## src/rtl/sata_cont_pkg.sv

```systemverilog
package sata_cont_pkg;
  localparam int DW       = 32;
  localparam int KW       = 4;
  localparam int NUM_PRIM = 6;

  typedef logic [DW-1:0] dword_t;
  typedef logic [KW-1:0] kflag_t;

  localparam dword_t PRIM_ALIGN = 32'h7B4A4ABC;
  localparam dword_t PRIM_CONT  = 32'h9999AA7C;
  localparam dword_t PRIM_SYNC  = 32'hB5B5957C;
  localparam dword_t PRIM_RRDY  = 32'h4A4A957C;
  localparam dword_t PRIM_ROK   = 32'h3535B57C;
  localparam dword_t PRIM_HOLDA = 32'h9595AA7C;
  localparam kflag_t KFLAG_PRIM = 4'b0001;

  localparam dword_t PRIM_TABLE [NUM_PRIM] = '{
    PRIM_SYNC, PRIM_RRDY, PRIM_ROK, PRIM_HOLDA, PRIM_ALIGN, PRIM_CONT
  };

  typedef enum logic [1:0] {
    CLS_DATA  = 2'd0,
    CLS_CONT  = 2'd1,
    CLS_ALIGN = 2'd2,
    CLS_PRIM  = 2'd3
  } cls_e;
endpackage

```

## src/rtl/sata_cont_classify.sv

```systemverilog
module sata_cont_classify
  import sata_cont_pkg::*;
(
  input  dword_t data,
  input  kflag_t kflag,
  output cls_e   cls
);
  logic [NUM_PRIM-1:0] hit;

  for (genvar i = 0; i < NUM_PRIM; i++) begin : g_match
    assign hit[i] = (data == PRIM_TABLE[i]);
  end

  logic is_prim;
  assign is_prim = (|hit) && (|kflag);

  always_comb begin
    if (!is_prim)                  cls = CLS_DATA;
    else if (data == PRIM_CONT)    cls = CLS_CONT;
    else if (data == PRIM_ALIGN)   cls = CLS_ALIGN;
    else                           cls = CLS_PRIM;
  end
endmodule

```

## src/rtl/sata_cont_track.sv

```systemverilog
module sata_cont_track
  import sata_cont_pkg::*;
(
  input  logic   clk,
  input  logic   rst_n,
  input  logic   accept,
  input  cls_e   cls,
  input  dword_t data,
  input  kflag_t kflag,
  output logic   cont_active,
  output dword_t held_data,
  output kflag_t held_kflag
);
  always_ff @(posedge clk) begin
    if (!rst_n) begin
      cont_active <= 1'b0;
      held_data   <= PRIM_SYNC;
      held_kflag  <= KFLAG_PRIM;
    end else if (accept) begin
      case (cls)
        CLS_CONT: cont_active <= 1'b1;
        CLS_PRIM: begin
          cont_active <= 1'b0;
          held_data   <= data;
          held_kflag  <= kflag;
        end
        default: ;
      endcase
    end
  end

  AST_CONT_SETS: assert property (@(posedge clk) disable iff (!rst_n)
    accept && cls == CLS_CONT |=> cont_active);
  AST_PRIM_CLEARS: assert property (@(posedge clk) disable iff (!rst_n)
    accept && cls == CLS_PRIM |=> !cont_active && held_data == $past(data));
  AST_ALIGN_KEEPS: assert property (@(posedge clk) disable iff (!rst_n)
    accept && cls == CLS_ALIGN |=> $stable(cont_active) && $stable(held_data));
  AST_IDLE_KEEPS: assert property (@(posedge clk) disable iff (!rst_n)
    !accept |=> $stable(cont_active) && $stable(held_data) && $stable(held_kflag));
  AST_HELD_PRIM: assert property (@(posedge clk) disable iff (!rst_n)
    held_kflag != '0 && held_data != PRIM_CONT && held_data != PRIM_ALIGN);
endmodule

```

## src/rtl/sata_cont_mux.sv

```systemverilog
module sata_cont_mux
  import sata_cont_pkg::*;
(
  input  logic   in_valid,
  input  cls_e   cls,
  input  dword_t in_data,
  input  kflag_t in_kflag,
  input  logic   align_keep,
  input  logic   cont_active,
  input  dword_t held_data,
  input  kflag_t held_kflag,
  output logic   drop,
  output logic   out_valid,
  output dword_t out_data,
  output kflag_t out_kflag
);
  logic use_held;

  assign drop      = in_valid && (cls == CLS_ALIGN) && !align_keep;
  assign out_valid = in_valid && !drop;
  assign use_held  = (cls == CLS_CONT) || (cls == CLS_DATA && cont_active);

  always_comb begin
    if (use_held) begin
      out_data  = held_data;
      out_kflag = held_kflag;
    end else begin
      out_data  = in_data;
      out_kflag = in_kflag;
    end
  end
endmodule

```

## src/rtl/sata_cont_filter.sv

```systemverilog
module sata_cont_filter
  import sata_cont_pkg::*;
(
  input  logic          clk,
  input  logic          rst_n,
  input  logic          align_keep,
  input  logic          in_valid,
  output logic          in_ready,
  input  logic [DW-1:0] in_data,
  input  logic [KW-1:0] in_kflag,
  output logic          out_valid,
  input  logic          out_ready,
  output logic [DW-1:0] out_data,
  output logic [KW-1:0] out_kflag
);
  cls_e   cls;
  logic   drop, accept, cont_active;
  dword_t held_data;
  kflag_t held_kflag;

  sata_cont_classify u_cls (
    .data  (in_data),
    .kflag (in_kflag),
    .cls   (cls)
  );

  assign in_ready = out_ready || drop;
  assign accept   = in_valid && in_ready;

  sata_cont_track u_trk (
    .clk         (clk),
    .rst_n       (rst_n),
    .accept      (accept),
    .cls         (cls),
    .data        (in_data),
    .kflag       (in_kflag),
    .cont_active (cont_active),
    .held_data   (held_data),
    .held_kflag  (held_kflag)
  );

  sata_cont_mux u_mux (
    .in_valid    (in_valid),
    .cls         (cls),
    .in_data     (in_data),
    .in_kflag    (in_kflag),
    .align_keep  (align_keep),
    .cont_active (cont_active),
    .held_data   (held_data),
    .held_kflag  (held_kflag),
    .drop        (drop),
    .out_valid   (out_valid),
    .out_data    (out_data),
    .out_kflag   (out_kflag)
  );

  AST_CONT_HIDDEN: assert property (@(posedge clk) disable iff (!rst_n)
    out_valid && out_kflag != '0 |-> out_data != PRIM_CONT);
  AST_NO_DATA_IN_CONT: assert property (@(posedge clk) disable iff (!rst_n)
    out_valid && cont_active |-> out_kflag != '0);
  AST_READY_FOLLOWS: assert property (@(posedge clk) disable iff (!rst_n)
    out_ready |-> in_ready);
  AST_INPUT_HELD: assert property (@(posedge clk) disable iff (!rst_n)
    in_valid && !in_ready |=> in_valid && $stable(in_data) && $stable(in_kflag));
endmodule

```

## config.mk

```make
export PLATFORM = sky130hd
export DESIGN_NAME = sata_cont_filter
export DESIGN_NICKNAME = d
export VERILOG_FILES = /design/src/rtl/sata_cont_pkg.sv /design/src/rtl/sata_cont_classify.sv /design/src/rtl/sata_cont_track.sv /design/src/rtl/sata_cont_mux.sv /design/src/rtl/sata_cont_filter.sv
export SDC_FILE = /design/constraint.sdc
export NUM_CORES = 1
export LEC_CHECK = 0
export CAP_MARGIN = 20
export CORE_ASPECT_RATIO = 0.7
export CORE_MARGIN = 4
export CORE_UTILIZATION = 35
export DETAILED_ROUTE_END_ITERATION = 8
export HOLD_SLACK_MARGIN = 0.12
export PLACE_DENSITY = 0.76
export SETUP_SLACK_MARGIN = 0.2
export SYNTH_ARGS = -nofsm -noshare
export SYNTH_HDL_FRONTEND = slang
export SYNTH_SLANG_ARGS = --single-unit
```

## constraint.sdc

```tcl
create_clock -name clk -period 3.1 [get_ports clk]
set_input_delay 0.465 -clock clk [delete_from_list [all_inputs] [get_ports clk]]
set_output_delay 0.465 -clock clk [all_outputs]
set_load 0.02 [all_outputs]
```

# Word level (Yosys, flattened, before mapping)
# Index checks and enable logic that the tools add are counted.
# totals
input_bits	41
out_inout_bits	38
elab_cells	34
ff_bits	37
# classes
eq_ne	9
mux	6
reduce_logical	16
# op_table
operator	n
32-bit == test, second input constant	3
32-bit by 31-bit == test with 1-bit output, second input constant	2
32-bit by 30-bit == test with 1-bit output, second input constant	1
32-bit two-way mux	1
1-bit logical AND	6
6-bit OR reduction	1
2-bit == test, second input constant	2
2-bit two-way mux	2
4-bit two-way mux	1
2-bit AND reduction	2
4-bit OR reduction	1
2-bit by 1-bit == test with 1-bit output, second input constant	1
1-bit logical NOT	2
2-bit logical NOT	1
1-bit logical OR	2
1-bit case mux with 2 select lines	1
2-bit nonzero test	1
1-bit two-way mux	1

# Logic depth before layout (Yosys ltp)
# Gate-level depths: netlist of the first run.
# logic_depth
depth_word	10
ltp_mapped	8
ltp_nobuf	6

# Cells and area by module
# From an unflattened synthesis of the first run, not the netlist that was laid out.
# unflattened
cells_unflattened	247
hier_area_um2	2571.2
# by_module_without_submodules
mod	cells_per_inst	seq_area_each_um2	n_inst	area_each_um2
sata_cont_track	164	740.7	1	1611.5
sata_cont_mux	44	0.0	1	615.6
sata_cont_classify	37	0.0	1	330.3
sata_cont_filter	2	0.0	1	13.8

# Least setup slack after synthesis of the first run
# OpenSTA, ideal clock, no wires.
# synth_path
kind	input port to output port
start	input in_data[1]
end	output out_data[12]
t_required_ns	2.635
path_stages	8
slack_ns	0.134
arrival_time_ns	2.501
cell_sequence	and4bb_1 > or4b_4 > nand4bb_1 > o32a_2 > o2bb2a_4 > buf_6 > buf_6 > mux2_1
# synth_between
elab_chain_cells	8
word_cells_on_any_way	16
classes_between	eq/ne (7); mux (4); reduce/logical (5)
# synth_rtl
item	line	rtl
start, declared	sata_cont_filter.sv:9	input logic [DW-1:0] in_data,
32-bit == test (tied with other cells)	sata_cont_classify.sv:11	assign hit[i] = (data == PRIM_TABLE[i]);
6-bit OR reduction / 1-bit two-way mux (equally long branches)	sata_cont_classify.sv:15, sata_cont_classify.sv:20	
1-bit logical AND / 2-bit two-way mux (equally long branches)	sata_cont_classify.sv:15, sata_cont_classify.sv:19	
2-bit two-way mux (*)	sata_cont_classify.sv:18	if (!is_prim) cls = CLS_DATA;
2-bit logical NOT	sata_cont_mux.sv:21	assign use_held = (cls == CLS_CONT) || (cls == CLS_DATA && cont_active);
1-bit logical AND	sata_cont_mux.sv:21	
1-bit logical OR (*)	sata_cont_mux.sv:21	
32-bit two-way mux (*)	sata_cont_mux.sv:24	if (use_held) begin
end, declared	sata_cont_filter.sv:13	output logic [DW-1:0] out_data,
# Every way passes the cells marked *; elsewhere a longest branch is shown, timed or not.

# Worst setup path in the final report of the first run
# layout_path
start	input in_kflag[1]
end	output out_data[8]
# layout_between
elab_chain_cells	7
word_cells_on_any_way	8
classes_between	eq/ne (1); mux (2); reduce/logical (5)
# layout_rtl
item	line	rtl
start, declared	sata_cont_filter.sv:10	input logic [KW-1:0] in_kflag,
4-bit OR reduction (*)	sata_cont_classify.sv:15	assign is_prim = (|hit) && (|kflag);
1-bit logical AND (*)	sata_cont_classify.sv:15	
2-bit two-way mux (*)	sata_cont_classify.sv:18	
2-bit logical NOT	sata_cont_mux.sv:21	
1-bit logical AND	sata_cont_mux.sv:21	
1-bit logical OR (*)	sata_cont_mux.sv:21	
32-bit two-way mux (*)	sata_cont_mux.sv:24	
# Marked as above.

==> results.yml, run 1 <==
status:
  status: "finished with violations"
  violations: "setup timing"
synth:
  syn_avg_cell_area_um2: 10.2
  synth_seq_cells: 37
  yosys_warnings: 0
  synth.area.mux_share: 0.230
  synthAdderAreaFrac: 0
  synth_top_family_by_area: "simple AND/OR/NAND/NOR gates"
  synthXorXnorAreaFrac: 0
  synth-simple-area-share: 0.234
  ys_async_sr_fraction: 0
  synth_compound_area_frac: 0.103
  synth_nets: 243
  synth_edf_count: 0
  synth_seq_area_share: 0.359
  synth_area_mm2: 0.00207
  synthFlopType: "dfxtp_1"
  synthCells: 202
  ys_types: 40
sta:
  rsz0062_at_grt: "true"
  worst_slew_pin_slew_ns: 0.332
  maxSlewViolCount: 0
  holdWs_ns: 0.457
  finalWorstSetupSlack_ns: -0.169
  setup_tns_ns: -3.31
  skew_ns: 0
  period_share: 1.05
  setup_viol: 35
  fmax_mhz: 306
  finalCriticalPeriod_ns: 3.27
  slew_headroom: 0.777
  hold_violations: 0
placement:
  place_congestion: 0.862
  hpwl_um: 4690
  io_buffers: 78
  dpl_cell_area_mm2: 0.00316
final_layout:
  final_common_cell: "buf_6"
  final_util: 0.635
  antenna_cells: 0
  synthToLayoutAreaGrowth_pct: 76.0
  layout_common_cells: "buf_6, buf_4, dfxtp_1, mux2_4, dlygate4sd2_1"
  n_fill_cell: 439
  design_area_mm2: 0.00364
  finish.net_count: 364
  multi_input_area_mm2: 0.00144
  layout-drive-gt1-share: 0.483
  seq_area_um2: 741
detailed_routing:
  vias: 2036
  routed-wl-met3_um: 442
  ant_nets: 0
  maxUsedRoutingLayer: "met4"
  routed_via_density: 5.12
  drt_iter0_drc: 73
  finalWirelength_um: 6880
  avgRoutedWirePerCell_um: 17.3
  met2_length_um: 3250
  drtPass1Iterations: 4
  drc_errors: 0
  m1WireLength_um: 3090
critical_path:
  cp-end-kind: "output pin"
  arrival_ns: 2.80
  cp.required_ns: 2.63
  slowest_stage: "or4b_4"
  start_kind: "input pin"
  crit_type: "input pin to output pin"
  slowest_delay_ns: 0.54
  crit_family: "simple AND/OR/NAND/NOR gates"
  path_cells: "clkdlybuf4s15_1 > nor4_2 > or4b_4 > nand4bb_1 > o32a_4 > o2bb2a_4 > buf_12 > buf_16 > mux2_4 > buf_6"
  cp.buffers_inverters: 4
  cp_max_fo: 8
floorplan:
  die_y_um: 72.3
  rows: 23
  coreArea_mm2: 0.00573
  die_area_mm2: 0.00721
  die_x_um: 99.8
  initial_utilization: 0.361
  ios: 79
global_route:
  first_global_vias: 2130
  grt_max_degree: 37
  grtUsageTotal: 0.191
  grt_pass1_wl_um: 10700
  grt-ovfl-total: 0
  antenna_found_initial: 0
clock_tree:
  clockBufferDepth: 2
  postCtsHoldBufs: 0
  htreeDepth: 2
  root_buffer: "clkbuf_8"
  clock-sinks: 37
  cts_buffers: 5
  insertion_delay_ns: 0.30
  tritoncts: "built"
  clk_pin_slew_ns: 0.07
flow_run:
  cap_violations: 0
power:
  power.density_mw_per_mm2: 296
  ir_drop_v: 0.000223
  p_leak_uw: 0.00182
min_path:
  hp-class: "register to register"
routing by layer:
metal,up-vias,global-route usage
met3,11,0.0509
met4,0,0.0697
met2,55,0.301
met5,-,0
met1,980,0.253
li1,990,-
where the power goes:
group | total, uW | switching, uW | leakage (uW) | internal, uW
logic | 256 | 113 | 0.00148 | 143
clock network | 345 | 169 | 0.0000443 | 176
registers | 475 | 0.0000000714 | 0.000299 | 475
total | 1080 | 282 | 0.00182 | 794
repair_timing:
action	CTS	global route
pin swaps	18	3
setup endpoints to repair	38	36
cloned	1	0
setup buffers	7	2
gates resized for setup	323	6
hold endpoints to repair	0	0
Yosys cell counts, types with 6 or more instances:
library cell	number	area [um2]
buf_6	8	90.1
nand2_1	13	48.8
mux2_1	9	101
a31oi_1	10	62.6
inv_1	11	41.3
a31o_2	6	52.6
mux2i_1	8	80.1
dfxtp_1	37	741
nor2b_1	8	50.1
nand3b_1	7	52.6
mux2_2	26	293
area by class of cell:
cell class | count | share of cell area
Clock buffer | 7 | 0.0237
Inverter | 11 | 0.0114
Multi-Input combinational cell | 140 | 0.395
Sequential cell | 37 | 0.204
Tap cell | 75 | 0.0258
Timing Repair Buffer | 128 | 0.340
path summary, 6_finish.rpt:
check	startpoint	end	slack (ns)	cells past startpoint
worst max-delay path	in_kflag[1]	out_data[8]	-0.17	10
worst min-delay path	u_trk.held_data[4]	u_trk.held_data[4]	0.46	1
worst max register to register	u_trk.cont_active	u_trk.cont_active	2.42	2
worst min register to register	u_trk.held_data[4]	u_trk.held_data[4]	0.46	1
cells by family (layout without fill, tap and decap cells):
family	count (synthesis)	in the layout
multiplexers	43	43
flip-flops	37	37
buffers and inverters	25	146
AO/OA/AOI/OAI	27	27
AND/OR/NAND/NOR	70	70
sequential cells by signal (all words and copies together) (netlist names):
| register | flops |
|---|---|
| u_trk.held_data | 32 |
| u_trk.held_kflag | 4 |
| u_trk.cont_active | 1 |
metrics by stage:
step / power, uW / cells / worst slack, ns
6_report: 1080 / 398 / -0.169
5_1_grt: 1110 / 398 / -0.224
4_1_cts: 1070 / 396 / -0.156
3_5_place_dp: 715 / 381 / -0.806
3_3_place_gp: 714 / 381 / -0.750
2_1_floorplan: 569 / 202 / 0.157
Note: power is estimated with default switching activity, not from simulation.
==> inputs of run 2 (changes only) <==
--- a/config.mk
+++ b/config.mk
@@ -6,7 +6,7 @@
 export NUM_CORES = 1
 export LEC_CHECK = 0
 export CAP_MARGIN = 20
-export CORE_ASPECT_RATIO = 0.7
+export CORE_ASPECT_RATIO = 1.2
 export CORE_MARGIN = 4
 export CORE_UTILIZATION = 35
 export DETAILED_ROUTE_END_ITERATION = 8
==> results.yml, run 2 (synthesis results as in run 1) <==
power:
  power.density_mw_per_mm2: 297
  p_leak_uw: 0.00175
  ir_drop_v: 0.000173
  total_power_uw: 1060
critical_path:
  worst_r2r_path_depth: 2
  cp-end-kind: "output pin"
  cp_max_fo: 6
  crit_type: "input pin to output pin"
  start_kind: "input pin"
  r2r-end: "u_trk.cont_active"
  cp.required_ns: 2.63
  setup.worst_path.start: "in_kflag[2]"
  reg2reg_from: "u_trk.cont_active"
  cp-endpoint: "out_data[21]"
  arrival_ns: 2.76
  ff2ff_setup_slack_ns: 2.32
global_route:
  grt-ovfl-total: 0
  grtUsageMet1: 0.215
  antenna_found_initial: 0
  grt_max_degree: 28
  grt-busiest-layer: "met2"
  grt_pass1_wl_um: 10700
  grtUsageTotal: 0.186
  first_global_vias: 2239
  met2_usage: 0.336
  grtUsageMet3: 0.0344
detailed_routing:
  vias: 2104
  avgRoutedWirePerCell_um: 16.5
  drc_errors: 0
  routed_via_density: 5.11
  drt_iter0_drc: 59
  finalWirelength_um: 6800
  drtPass1Iterations: 4
  ant_nets: 0
status:
  status: "finished with violations"
  violations: "setup timing"
sta:
  finalCriticalPeriod_ns: 3.23
  skew_ns: 0
  hold_violations: 0
  maxSlewViolCount: 0
  setup_viol: 35
  finalWorstSetupSlack_ns: -0.127
  fmax_mhz: 310
  period_share: 1.04
  worst_slew_pin_slew_ns: 0.479
  slew_headroom: 0.680
  rsz0062_at_grt: "true"
floorplan:
  die_x_um: 78.1
  coreArea_mm2: 0.00571
  die_y_um: 92.2
  ios: 79
  initial_utilization: 0.362
  die_area_mm2: 0.00720
  rows: 30
final_layout:
  layout_common_cells: "buf_4, dfxtp_1, buf_6, dlygate4sd2_1, mux2_4"
  final_cells: 412
  top_regs: "u_trk.held_data: 32 flops, u_trk.held_kflag: 4 flops, u_trk.cont_active: 1 flops"
  final_common_cell: "buf_4"
  layout-drive-gt1-share: 0.509
  regMostFlops: "u_trk.held_data"
  synthToLayoutAreaGrowth_pct: 72.7
  largest_reg_flops: 32
  antenna_cells: 0
  finish.net_count: 373
clock_tree:
  clk_pin_slew_ns: 0.07
  tritoncts: "built"
  cts_buffers: 5
  clock-sinks: 37
  clockBufferDepth: 2
  root_buffer: "clkbuf_8"
  htreeDepth: 2
  postCtsHoldBufs: 0
  insertion_delay_ns: 0.29
placement:
  io_buffers: 78
  placedCellCount: 385
  hpwl_um: 4550
  place_congestion: 0.920
flow_run:
  cap_violations: 0
min_path:
  hp-class: "register to register"
[run 2: cell count changes in the layout (fill, tap and decap cells not counted), sizes merged]
cell           before  now
dlygate4sd2        31   24
clkdlybuf4s15       2    4
buf                91  100
clkbuf              7   12
[run 2: cell type report]
cell class                 instances  area (um2)
fill                             479        2140
tap                               80         100
multi-input combinational        140        1360
inverter                          11        41.3
timing repair buffer             137        1240
sequential                        37         741
clock buffer                       7        86.3
[run 2: worst min path at each step]
stage / from / depth (start not counted) / slack, ns / to
3_3_place_gp: u_trk.held_data[15] / 1 / 0.42 / u_trk.held_data[15]
3_5_place_dp: u_trk.held_data[6] / 1 / 0.43 / u_trk.held_data[6]
2_1_floorplan: u_trk.held_data[15] / 1 / 0.41 / u_trk.held_data[15]
5_1_grt: u_trk.held_data[4] / 1 / 0.46 / u_trk.held_data[4]
4_1_cts: u_trk.held_data[15] / 1 / 0.45 / u_trk.held_data[15]
6_report: u_trk.held_data[15] / 1 / 0.45 / u_trk.held_data[15]
[run 2: report_power, final]
group	internal, uW	leakage (uW)	switching, uW
sequential	475	0.000299	0.0000000676
combinational	127	0.00141	108
clock	177	0.0000443	173
total	779	0.00175	281
[run 2: critical path: stages]
cell and delay [ns]:
dlygate4sd2_1 0.26, nor4_4 0.06, or4b_4 0.55, o32a_2 0.41, o2bb2a_4 0.25, buf_12 0.11
buf_12 0.11, buf_6 0.11, mux2_4 0.30, buf_6 0.13
[run 2: metal layers]
layer / routed length, um / part of all wire / up-vias
li1: - / - / 1009
met2: 3460 / 0.51 / 72
met1: 2820 / 0.41 / 1006
met4: 187 / 0.027 / 0
met3: 341 / 0.050 / 17
met5: 0 / 0 / -
[run 2: what timing repair did]
action,4_1_cts,5_1_grt
buffers inserted,17,2
pin swaps,15,7
resized for setup,289,13
hold endpoints to repair,0,0
endpoints found under the setup margin,38,37
cloned,1,0
[run 2: stage by stage]
stage                     area (um2)  setup slack [ns]  utilization  setup TNS, ns  hold slack (ns)
after floorplan                 2070             0.157            -              0            0.411
after global placement          3180            -0.721        0.557         -24.89            0.423
after CTS                       3540            -0.155        0.620          -1.72            0.450
after detailed placement        3180            -0.758        0.557         -26.33            0.428
final                           3570            -0.127        0.625          -3.32            0.450
after global routing            3570            -0.179        0.625          -5.22            0.463
